**config.mk**
```make
export PLATFORM = sky130hd
export DESIGN_NAME = tcap_unit
export DESIGN_NICKNAME = d
export VERILOG_FILES = /design/src/rtl/tcap_pkg.sv /design/src/rtl/tcap_edge_det.sv /design/src/rtl/tcap_cap_reg.sv /design/src/rtl/tcap_flag_bank.sv /design/src/rtl/tcap_unit.sv
export SDC_FILE = /design/constraint.sdc
export NUM_CORES = 1
export LEC_CHECK = 0
export BUFFER_PORTS_ARGS = -buffer_cell sky130_fd_sc_hd__buf_2
export CORE_AREA = 4 4 102 104
export DETAILED_ROUTE_END_ITERATION = 10
export DIE_AREA = 0 0 106 108
export GPL_ROUTABILITY_DRIVEN = 0
export PLACE_DENSITY_LB_ADDON = 0.12
export RECOVER_POWER = 50
export SYNTH_ARGS = -nofsm -noshare
export SYNTH_HDL_FRONTEND = slang
export SYNTH_SLANG_ARGS = --single-unit
```
**constraint.sdc**
```tcl
create_clock -name clk -period 2.9 [get_ports clk]
set_clock_uncertainty 0.15 [all_clocks]
set_input_delay 0.725 -clock clk [delete_from_list [all_inputs] [get_ports clk]]
set_output_delay 0.725 -clock clk [all_outputs]
set_load 0.01 [all_outputs]
```
**src/rtl/tcap_pkg.sv**
```systemverilog
package tcap_pkg;

   typedef enum logic [1:0] {
      EDGE_OFF  = 2'b00,
      EDGE_RISE = 2'b01,
      EDGE_FALL = 2'b10,
      EDGE_ANY  = 2'b11
   } edge_sel_e;

   localparam int unsigned ADR_EDGE = 0;
   localparam int unsigned ADR_MASK = 1;
   localparam int unsigned ADR_FLAG = 2;
   localparam int unsigned ADR_CAP0 = 4;

endpackage

```
**src/rtl/tcap_edge_det.sv**
```systemverilog
module tcap_edge_det
   import tcap_pkg::*;
#(
   parameter int SYNC_STAGES = 2
)(
   input  logic      clk,
   input  logic      rst_n,
   input  logic      pin,
   input  edge_sel_e sel,
   output logic      hit
);

   generate
      if (SYNC_STAGES < 2) begin : g_bad_sync
         $error("tcap_edge_det: SYNC_STAGES must be at least 2");
      end
   endgenerate

   logic [SYNC_STAGES-1:0] sync_q;
   logic                   prev_q;
   logic                   lvl;
   logic                   rise;
   logic                   fall;

   always_ff @(posedge clk) begin
      if (!rst_n) begin
         sync_q <= '0;
         prev_q <= 1'b0;
      end else begin
         sync_q <= {sync_q[SYNC_STAGES-2:0], pin};
         prev_q <= sync_q[SYNC_STAGES-1];
      end
   end

   assign lvl  = sync_q[SYNC_STAGES-1];
   assign rise = lvl & ~prev_q;
   assign fall = ~lvl & prev_q;

   always_comb begin
      unique case (sel)
         EDGE_OFF:  hit = 1'b0;
         EDGE_RISE: hit = rise;
         EDGE_FALL: hit = fall;
         EDGE_ANY:  hit = rise | fall;
         default:   hit = 1'b0;
      endcase
   end

   AST_OFF_SILENT: assert property (@(posedge clk) disable iff (!rst_n)
      (sel == EDGE_OFF) |-> !hit);
   AST_RISE_ONLY: assert property (@(posedge clk) disable iff (!rst_n)
      (sel == EDGE_RISE && hit) |-> (lvl && !prev_q));
   AST_FALL_ONLY: assert property (@(posedge clk) disable iff (!rst_n)
      (sel == EDGE_FALL && hit) |-> (!lvl && prev_q));

endmodule

```
**src/rtl/tcap_cap_reg.sv**
```systemverilog
module tcap_cap_reg #(
   parameter int CNT_W = 16
)(
   input  logic             clk,
   input  logic             rst_n,
   input  logic             load,
   input  logic [CNT_W-1:0] cnt,
   output logic [CNT_W-1:0] q
);

   generate
      if (CNT_W < 1) begin : g_bad_w
         $error("tcap_cap_reg: CNT_W must be positive");
      end
   endgenerate

   always_ff @(posedge clk) begin
      if (!rst_n)    q <= '0;
      else if (load) q <= cnt;
   end

   AST_CAP_HOLD: assert property (@(posedge clk) disable iff (!rst_n)
      !load |=> $stable(q));

endmodule

```
**src/rtl/tcap_flag_bank.sv**
```systemverilog
module tcap_flag_bank #(
   parameter int N_OC  = 5,
   parameter int N_IC  = 3,
   parameter int REG_W = 8
)(
   input  logic             clk,
   input  logic             rst_n,
   input  logic             mask_wr,
   input  logic             flag_wr,
   input  logic [REG_W-1:0] wdata,
   input  logic [N_OC-1:0]  oc_evt,
   input  logic [N_IC-1:0]  ic_hit,
   output logic [REG_W-1:0] flag_q,
   output logic [REG_W-1:0] mask_q,
   output logic             irq
);

   generate
      if (N_OC + N_IC != REG_W) begin : g_bad_layout
         $error("tcap_flag_bank: N_OC + N_IC must equal REG_W");
      end
   endgenerate

   logic [REG_W-1:0] set_vec;
   logic [REG_W-1:0] clr_vec;

   generate
      for (genvar j = 0; j < N_OC; j++) begin : g_oc_map
         assign set_vec[REG_W-1-j] = oc_evt[j];
      end
      for (genvar c = 0; c < N_IC; c++) begin : g_ic_map
         assign set_vec[N_IC-1-c] = ic_hit[c];
      end
   endgenerate

   assign clr_vec = flag_wr ? wdata : '0;

   always_ff @(posedge clk) begin
      if (!rst_n) begin
         flag_q <= '0;
         mask_q <= '0;
         irq    <= 1'b0;
      end else begin
         flag_q <= (flag_q & ~clr_vec) | set_vec;
         if (mask_wr) mask_q <= wdata;
         irq <= |(flag_q & mask_q);
      end
   end

   AST_SET_WINS: assert property (@(posedge clk) disable iff (!rst_n)
      (set_vec != '0) |=> ((flag_q & $past(set_vec)) == $past(set_vec)));
   AST_NO_SPURIOUS_SET: assert property (@(posedge clk) disable iff (!rst_n)
      1'b1 |=> ((flag_q & ~$past(flag_q) & ~$past(set_vec)) == '0));
   AST_ZERO_KEEPS: assert property (@(posedge clk) disable iff (!rst_n)
      flag_wr |=> ((flag_q & $past(flag_q) & ~$past(wdata)) == ($past(flag_q) & ~$past(wdata))));
   AST_ONE_CLEARS: assert property (@(posedge clk) disable iff (!rst_n)
      flag_wr |=> ((flag_q & $past(wdata) & ~$past(set_vec)) == '0));
   AST_IRQ_RISE: assert property (@(posedge clk) disable iff (!rst_n)
      $rose(irq) |-> $past((flag_q & mask_q) != '0));
   AST_IRQ_FALL: assert property (@(posedge clk) disable iff (!rst_n)
      $fell(irq) |-> $past((flag_q & mask_q) == '0));

endmodule

```
**src/rtl/tcap_unit.sv**
```systemverilog
module tcap_unit
   import tcap_pkg::*;
#(
   parameter int CNT_W       = 16,
   parameter int N_IC        = 3,
   parameter int N_OC        = 5,
   parameter int REG_W       = 8,
   parameter int ADDR_W      = 4,
   parameter int SYNC_STAGES = 2
)(
   input  logic              clk,
   input  logic              rst_n,
   input  logic [CNT_W-1:0]  free_cnt,
   input  logic [N_IC-1:0]   ic_pin,
   input  logic [N_OC-1:0]   oc_evt,
   input  logic              bus_wr,
   input  logic [ADDR_W-1:0] bus_addr,
   input  logic [REG_W-1:0]  bus_wdata,
   output logic [REG_W-1:0]  bus_rdata,
   output logic              irq
);

   localparam int EDGE_W = 2 * N_IC;

   generate
      if (CNT_W != 2 * REG_W) begin : g_bad_cnt
         $error("tcap_unit: CNT_W must be twice REG_W");
      end
      if (EDGE_W > REG_W) begin : g_bad_edge
         $error("tcap_unit: edge fields do not fit the register");
      end
      if (ADR_CAP0 + 2 * N_IC > (1 << ADDR_W)) begin : g_bad_addr
         $error("tcap_unit: address space too small for capture registers");
      end
   endgenerate

   logic [EDGE_W-1:0] edge_q;
   logic [N_IC-1:0]   ic_hit;
   logic [CNT_W-1:0]  cap_q [N_IC];
   logic [REG_W-1:0]  flag_q;
   logic [REG_W-1:0]  mask_q;
   logic              wr_edge;
   logic              wr_mask;
   logic              wr_flag;

   assign wr_edge = bus_wr && (bus_addr == ADDR_W'(ADR_EDGE));
   assign wr_mask = bus_wr && (bus_addr == ADDR_W'(ADR_MASK));
   assign wr_flag = bus_wr && (bus_addr == ADDR_W'(ADR_FLAG));

   always_ff @(posedge clk) begin
      if (!rst_n)       edge_q <= '0;
      else if (wr_edge) edge_q <= bus_wdata[EDGE_W-1:0];
   end

   generate
      for (genvar c = 0; c < N_IC; c++) begin : g_chan
         edge_sel_e sel;
         assign sel = edge_sel_e'(edge_q[2*(N_IC-c)-1 -: 2]);

         tcap_edge_det #(.SYNC_STAGES(SYNC_STAGES)) u_det (
            .clk  (clk),
            .rst_n(rst_n),
            .pin  (ic_pin[c]),
            .sel  (sel),
            .hit  (ic_hit[c])
         );

         tcap_cap_reg #(.CNT_W(CNT_W)) u_cap (
            .clk  (clk),
            .rst_n(rst_n),
            .load (ic_hit[c]),
            .cnt  (free_cnt),
            .q    (cap_q[c])
         );
      end
   endgenerate

   tcap_flag_bank #(.N_OC(N_OC), .N_IC(N_IC), .REG_W(REG_W)) u_flags (
      .clk    (clk),
      .rst_n  (rst_n),
      .mask_wr(wr_mask),
      .flag_wr(wr_flag),
      .wdata  (bus_wdata),
      .oc_evt (oc_evt),
      .ic_hit (ic_hit),
      .flag_q (flag_q),
      .mask_q (mask_q),
      .irq    (irq)
   );

   always_comb begin
      bus_rdata = '0;
      if (bus_addr == ADDR_W'(ADR_EDGE)) bus_rdata = REG_W'(edge_q);
      if (bus_addr == ADDR_W'(ADR_MASK)) bus_rdata = mask_q;
      if (bus_addr == ADDR_W'(ADR_FLAG)) bus_rdata = flag_q;
      for (int c = 0; c < N_IC; c++) begin
         if (bus_addr == ADDR_W'(ADR_CAP0 + 2 * c))     bus_rdata = cap_q[c][CNT_W-1:REG_W];
         if (bus_addr == ADDR_W'(ADR_CAP0 + 2 * c + 1)) bus_rdata = cap_q[c][REG_W-1:0];
      end
   end

   AST_EDGE_TOP_ZERO: assert property (@(posedge clk) disable iff (!rst_n)
      (bus_addr == ADDR_W'(ADR_EDGE)) |-> (bus_rdata[REG_W-1:EDGE_W] == '0));

endmodule

```
# ---- Yosys cells after proc, flatten, opt, wreduce, memory -nomap -nowiden
# Cells that the tools add are included.
dict set report word_totals {
  regBits 80
  in_bits 39
  output_inout_bits 9
  word_cells 70
}
dict set report classes {
  n_eq_ne 17
  mux 13
  n_bitwise 19
  n_reduce_logical 8
}
# operator count
set ops {}
lappend ops {{8-bit two-way mux} 9}
lappend ops {{8-bit AND} 2}
lappend ops {{4-bit by 3-bit equality test with 1-bit output, second input constant} 4}
lappend ops {{2-bit equality test, second input constant} 6}
lappend ops {{1-bit one-hot mux with 4 select lines} 3}
lappend ops {{4-bit equality test, second input constant} 2}
lappend ops {{8-bit NOT} 1}
lappend ops {{8-bit OR} 1}
lappend ops {{8-bit OR reduction} 1}
lappend ops {{1-bit AND} 6}
lappend ops {{2-bit by 1-bit equality test with 1-bit output, second input constant} 3}
lappend ops {{2-bit zero test} 3}
lappend ops {{6-bit two-way mux} 1}
lappend ops {{1-bit NOT} 6}
lappend ops {{4-bit by 1-bit equality test with 1-bit output, second input constant} 1}
lappend ops {{4-bit by 2-bit equality test with 1-bit output, second input constant} 1}
lappend ops {{4-bit zero test} 1}
lappend ops {{1-bit logical AND} 3}
lappend ops {{1-bit OR} 3}

# ---- Longest topological paths before layout
dict set report logic_depth {
  depth_word 10
  mapped_depth 8
  ltp_nobuf 6
}

# ---- By module
# Synthesis repeated with hierarchy kept, for this count alone.
dict set report hier_totals {
  cells_unflattened 411
  area_unflattened_um2 4053.9
}
# mod n_inst cells_per_inst area_each_um2 seq_area_each_um2
set modules_own_cells {}
lappend modules_own_cells {tcap_cap_reg 3 51 615.6 320.3}
lappend modules_own_cells {tcap_unit 1 156 1158.6 120.1}
lappend modules_own_cells {tcap_flag_bank 1 57 635.6 340.3}
lappend modules_own_cells {tcap_edge_det 3 15 137.6 60.1}

# ---- Least setup slack after synthesis
# No wires, ideal clock.
dict set report synth_timing {
  kind {in2out}
  start {in bus_addr[0]}
  end {out bus_rdata[4]}
  arrival_ns 1.701
  required_ns 2.025
  path_slack_ns 0.324
  cell_stages 6
  path_buffers 2
  path_cell_list {buf_4 buf_4 nor2_1 o21ai_0 o211ai_1 a221oi_1}
}
dict set report synth_between {
  elab_chain_len 10
  elab_cells_between_ends 18
  cone_classes {eq/ne (8); mux (9); reduce/logical (1)}
}
# item line_no
set synth_rtl {}
lappend synth_rtl {{from (decl)} tcap_unit.sv:17} ;# input logic [ADDR_W-1:0] bus_addr,
lappend synth_rtl {{4-bit zero test} tcap_unit.sv:93} ;# if (bus_addr == ADDR_W'(ADR_EDGE)) bus_rdata = REG_W'(edge_q);
lappend synth_rtl {{6-bit two-way mux} tcap_unit.sv:93}
lappend synth_rtl {{8-bit two-way mux} tcap_unit.sv:94} ;# if (bus_addr == ADDR_W'(ADR_MASK)) bus_rdata = mask_q;
lappend synth_rtl {{8-bit two-way mux} tcap_unit.sv:95} ;# if (bus_addr == ADDR_W'(ADR_FLAG)) bus_rdata = flag_q;
lappend synth_rtl {{8-bit two-way mux} tcap_unit.sv:97} ;# if (bus_addr == ADDR_W'(ADR_CAP0 + 2 * c)) bus_rdata = cap_q[c][CNT_W-1:REG_W];
lappend synth_rtl {{8-bit two-way mux} tcap_unit.sv:98} ;# if (bus_addr == ADDR_W'(ADR_CAP0 + 2 * c + 1)) bus_rdata = cap_q[c][REG_W-1:0];
lappend synth_rtl {{8-bit two-way mux} tcap_unit.sv:97}
lappend synth_rtl {{8-bit two-way mux} tcap_unit.sv:98}
lappend synth_rtl {{8-bit two-way mux} tcap_unit.sv:97}
lappend synth_rtl {{8-bit two-way mux (*)} tcap_unit.sv:98}
lappend synth_rtl {{to (decl)} tcap_unit.sv:19} ;# output logic [REG_W-1:0] bus_rdata,
# Every way passes the cells marked *; elsewhere a longest branch is shown, timed or not.

# ---- Final worst setup path
dict set report layout_timing {
  start {in bus_addr[0]}
  end {out bus_rdata[7]}
}
dict set report layout_between {
  elab_chain_len 9
  elab_cells_between_ends 16
  cone_classes {eq/ne (8); mux (8)}
}
# item line_no
set layout_rtl {}
lappend layout_rtl {{4-bit by 1-bit equality test with 1-bit output} tcap_unit.sv:94}
lappend layout_rtl {{8-bit two-way mux} tcap_unit.sv:94}
lappend layout_rtl {{8-bit two-way mux} tcap_unit.sv:95}
lappend layout_rtl {{8-bit two-way mux} tcap_unit.sv:97}
lappend layout_rtl {{8-bit two-way mux} tcap_unit.sv:98}
lappend layout_rtl {{8-bit two-way mux} tcap_unit.sv:97}
lappend layout_rtl {{8-bit two-way mux} tcap_unit.sv:98}
lappend layout_rtl {{8-bit two-way mux} tcap_unit.sv:97}
lappend layout_rtl {{8-bit two-way mux (*)} tcap_unit.sv:98}
# Marked as above.

==> out/metrics.cfg <==
[critical_path]
endpoint_kind=output port
r2r_start=g_chan[0].u_det.prev_q$_SDFF_PN0_
rr_worst_depth=6
worstPathMaxFanout=8
r2r_slack_ns=0.87
crit_required_ns=2.03
critPathMaxStageDelay_ns=0.31
r2r-end=g_chan[0].u_cap.q[14]$_SDFFE_PN0P_
path_cells=clkbuf_4 > mux2_4 > a22o_1 > a211oi_1 > o22ai_1 > buf_2
critical_path_class=in2out
worst_ep_arrival_time_ns=1.93
crit_slowest_cell=mux2_4
path_buf_inv=2
start_kind=primary input
cpLargestDelayFamily=compound AO/OA/AOI/OAI gates

[global_routing]
grt_usage_pct=18.22
grt_busiest_layer=met2
met3_usage_pct=3.343
gr-usage-met2_pct=29.74
first_global_vias=3106
grt_antenna_before_repair=0
grt_max_degree=34
grt.met1_usage_pct=25.00
grt_pass1_wl_um=16270
gr-total-overflow=0

[logic_synthesis]
synth_edf_count=0
synth_cell_types=45
syn_nets=459
synth_cells=414
synthAdderAreaFrac_pct=2.001
synth_top_family_by_area=compound AO/OA/AOI/OAI gates
seq_area_frac_synth_pct=42.68
synthMuxAreaShare_pct=14.97
ys_seq_elements=80
ys.flop_type=dfxtp_1
syn_area_per_cell_um2=9.064
syn_area_um2=3752
ys_warn_count=0
async_flop_share_pct=0
synthSimpleGateAreaFrac_pct=16.74
synth_compound_area_share_pct=17.97
synth_xor_area_share_pct=0

[power_and_ir_drop]
cellPowerDensity_nw_per_um2=482.1
p_leak_nw=1.906
power_mw=2.103
peakVddDrop_mv=0.2395

[die]
die_y_um=108
fp.coreArea_um2=9549
io_pins=48
die_w_um=106
die_area_um2=11450
initial_core_util_pct=39.30
rows=36

[clock_tree]
clock_latency_ns=0.35
clock-sinks=80
numCtsBuffers=9
htreeDepth=3
cts_hold_buf=0
post_cts_resized=1
cts_tree=done
cts_max_path_buffers=2
clockRootBuffer=clkbuf_8
post_cts_buffers=0
clk_pin_slew_ns=0.08

[timing]
setup_violations=0
max_slew_margin_pct=30.01
max_clock_freq_mhz=357.0
worst_pin_slew_ns=1.049
finalHoldViolCount=0
rsz0062_at_grt=no
timing.setup.tns_ns=0
fin_crit_ns=2.801
min_period_over_period_pct=96.58
drv_slew=0
worst_hold_slack_ns=0.2894

[flow_run]
drv_cap=0

[layout]
layout_common_cells=dfxtp_1, mux2i_1, nor2_1
drive_gt1_share_pct=18.98
antenna_cells=0
nNetsFinal=509
syn_to_final_growth_pct=16.24
fin_util_pct=45.68
layout_commonest_cell=dfxtp_1
fin_area_um2=4362

[placement]
place_area_um2=4168
numPortBuffers=47
place_hpwl_um=6925

[routing]
drc_errors=0
routedWlPerCell_um=16.03
drtIter0Drc=142
wl_um=9650
vias=3101
viasPerCell=5.151
first_pass_iters=4
antenna_left=0

[outcome]
outcome=completed

[hold_path]
min_path_cells=1
min_to=g_chan[2].u_det.sync_q[1]$_SDFF_PN0_
hp-start=g_chan[2].u_det.sync_q[0]$_SDFF_PN0_
hp-class=reg2reg

[power by group]
group | leakage (nW) | switching (mW) | total [mW] | internal (mW)
Sequential | 0.648 | 0.0112 | 1.12 | 1.11
Combinational | 1.17 | 0.0989 | 0.173 | 0.0742
Clock | 0.0856 | 0.410 | 0.807 | 0.397
Total | 1.91 | 0.520 | 2.10 | 1.58
[kinds of logic (layout without fill, tap and decap cells)]
kind of cell | after synthesis | count (layout)
DFF | 80 | 80
muxes | 55 | 55
AOI/OAI and AO/OA | 105 | 105
buffers and inverters | 38 | 93
and+or+nand+nor | 130 | 130
adders and majority gates | 6 | 6
[per-stage QoR]
stage	setup slack [ns]	cells
after floorplan	0.3241	414
after global placement	0.07033	586
after detailed placement	0.001333	586
after CTS	0.01336	602
after global routing	0.02910	602
final	0.09917	602
[synthesized netlist by cell type (all sizes together) (4+ instances only)]
| master | n | area (µm²) |
|---|---|---|
| a21boi | 8 | 60.06 |
| a21oi | 30 | 150.1 |
| a22oi | 8 | 60.06 |
| and2 | 7 | 43.79 |
| buf | 15 | 122.6 |
| clkbuf | 13 | 51.30 |
| dfxtp | 80 | 1602 |
| ha | 6 | 75.07 |
| inv | 10 | 37.54 |
| mux2i | 52 | 520.5 |
| nand2 | 18 | 70.07 |
| nand2b | 8 | 50.05 |
| nand3 | 28 | 140.1 |
| nor2 | 50 | 187.7 |
| nor2b | 4 | 25.02 |
| o211ai | 5 | 37.54 |
| o21a | 9 | 67.56 |
| o21ai | 25 | 136.4 |
| o2bb2ai | 4 | 35.03 |
[worst reg2reg max path: cells and delay by family (launching register included)]
kind            cells  cell delay (ns)
buf+inv             1             0.05
simple gates        1             0.24
compound gates      3             0.87
fa+ha+maj           1             0.27
flops               1             0.35
[sequential cells by signal, indices dropped and copies added (netlist names)]
name / flops
u_flags.irq: 1
edge_q: 6
g_chan.u_det.prev_q: 3
u_flags.flag_q: 8
u_flags.mask_q: 8
g_chan.u_cap.q: 48
g_chan.u_det.sync_q: 6
[layout make-up]
class | count | area [µm²]
tap | 133 | 166.4
multi-input combinational | 296 | 1964
timing repair buffer | 67 | 402.9
clock inverter | 5 | 57.56
inverter | 10 | 37.54
clock buffer | 11 | 131.4
sequential | 80 | 1602
fill | 995 | 5187
[how the worst max path moves through the flow]
stage                startpoint            to  slack, ns  depth (start not counted)
floorplan           bus_addr[0]  bus_rdata[4]       0.32                          6
global placement    bus_addr[0]  bus_rdata[6]       0.07                          6
detailed placement  bus_addr[1]  bus_rdata[6]      0.001                          6
CTS                 bus_addr[0]  bus_rdata[6]       0.01                          6
global route        bus_addr[2]  bus_rdata[1]       0.03                          6
finish              bus_addr[0]  bus_rdata[7]        0.1                          6
[metal layers]
layer / routed length (µm) / vias up
met2: 4539 / 44
met4: 106 / 0
met3: 316 / 10
met5: 0 / -
met1: 4687 / 1489
li1: - / 1558
Note: power is estimated with default switching activity, not from simulation.
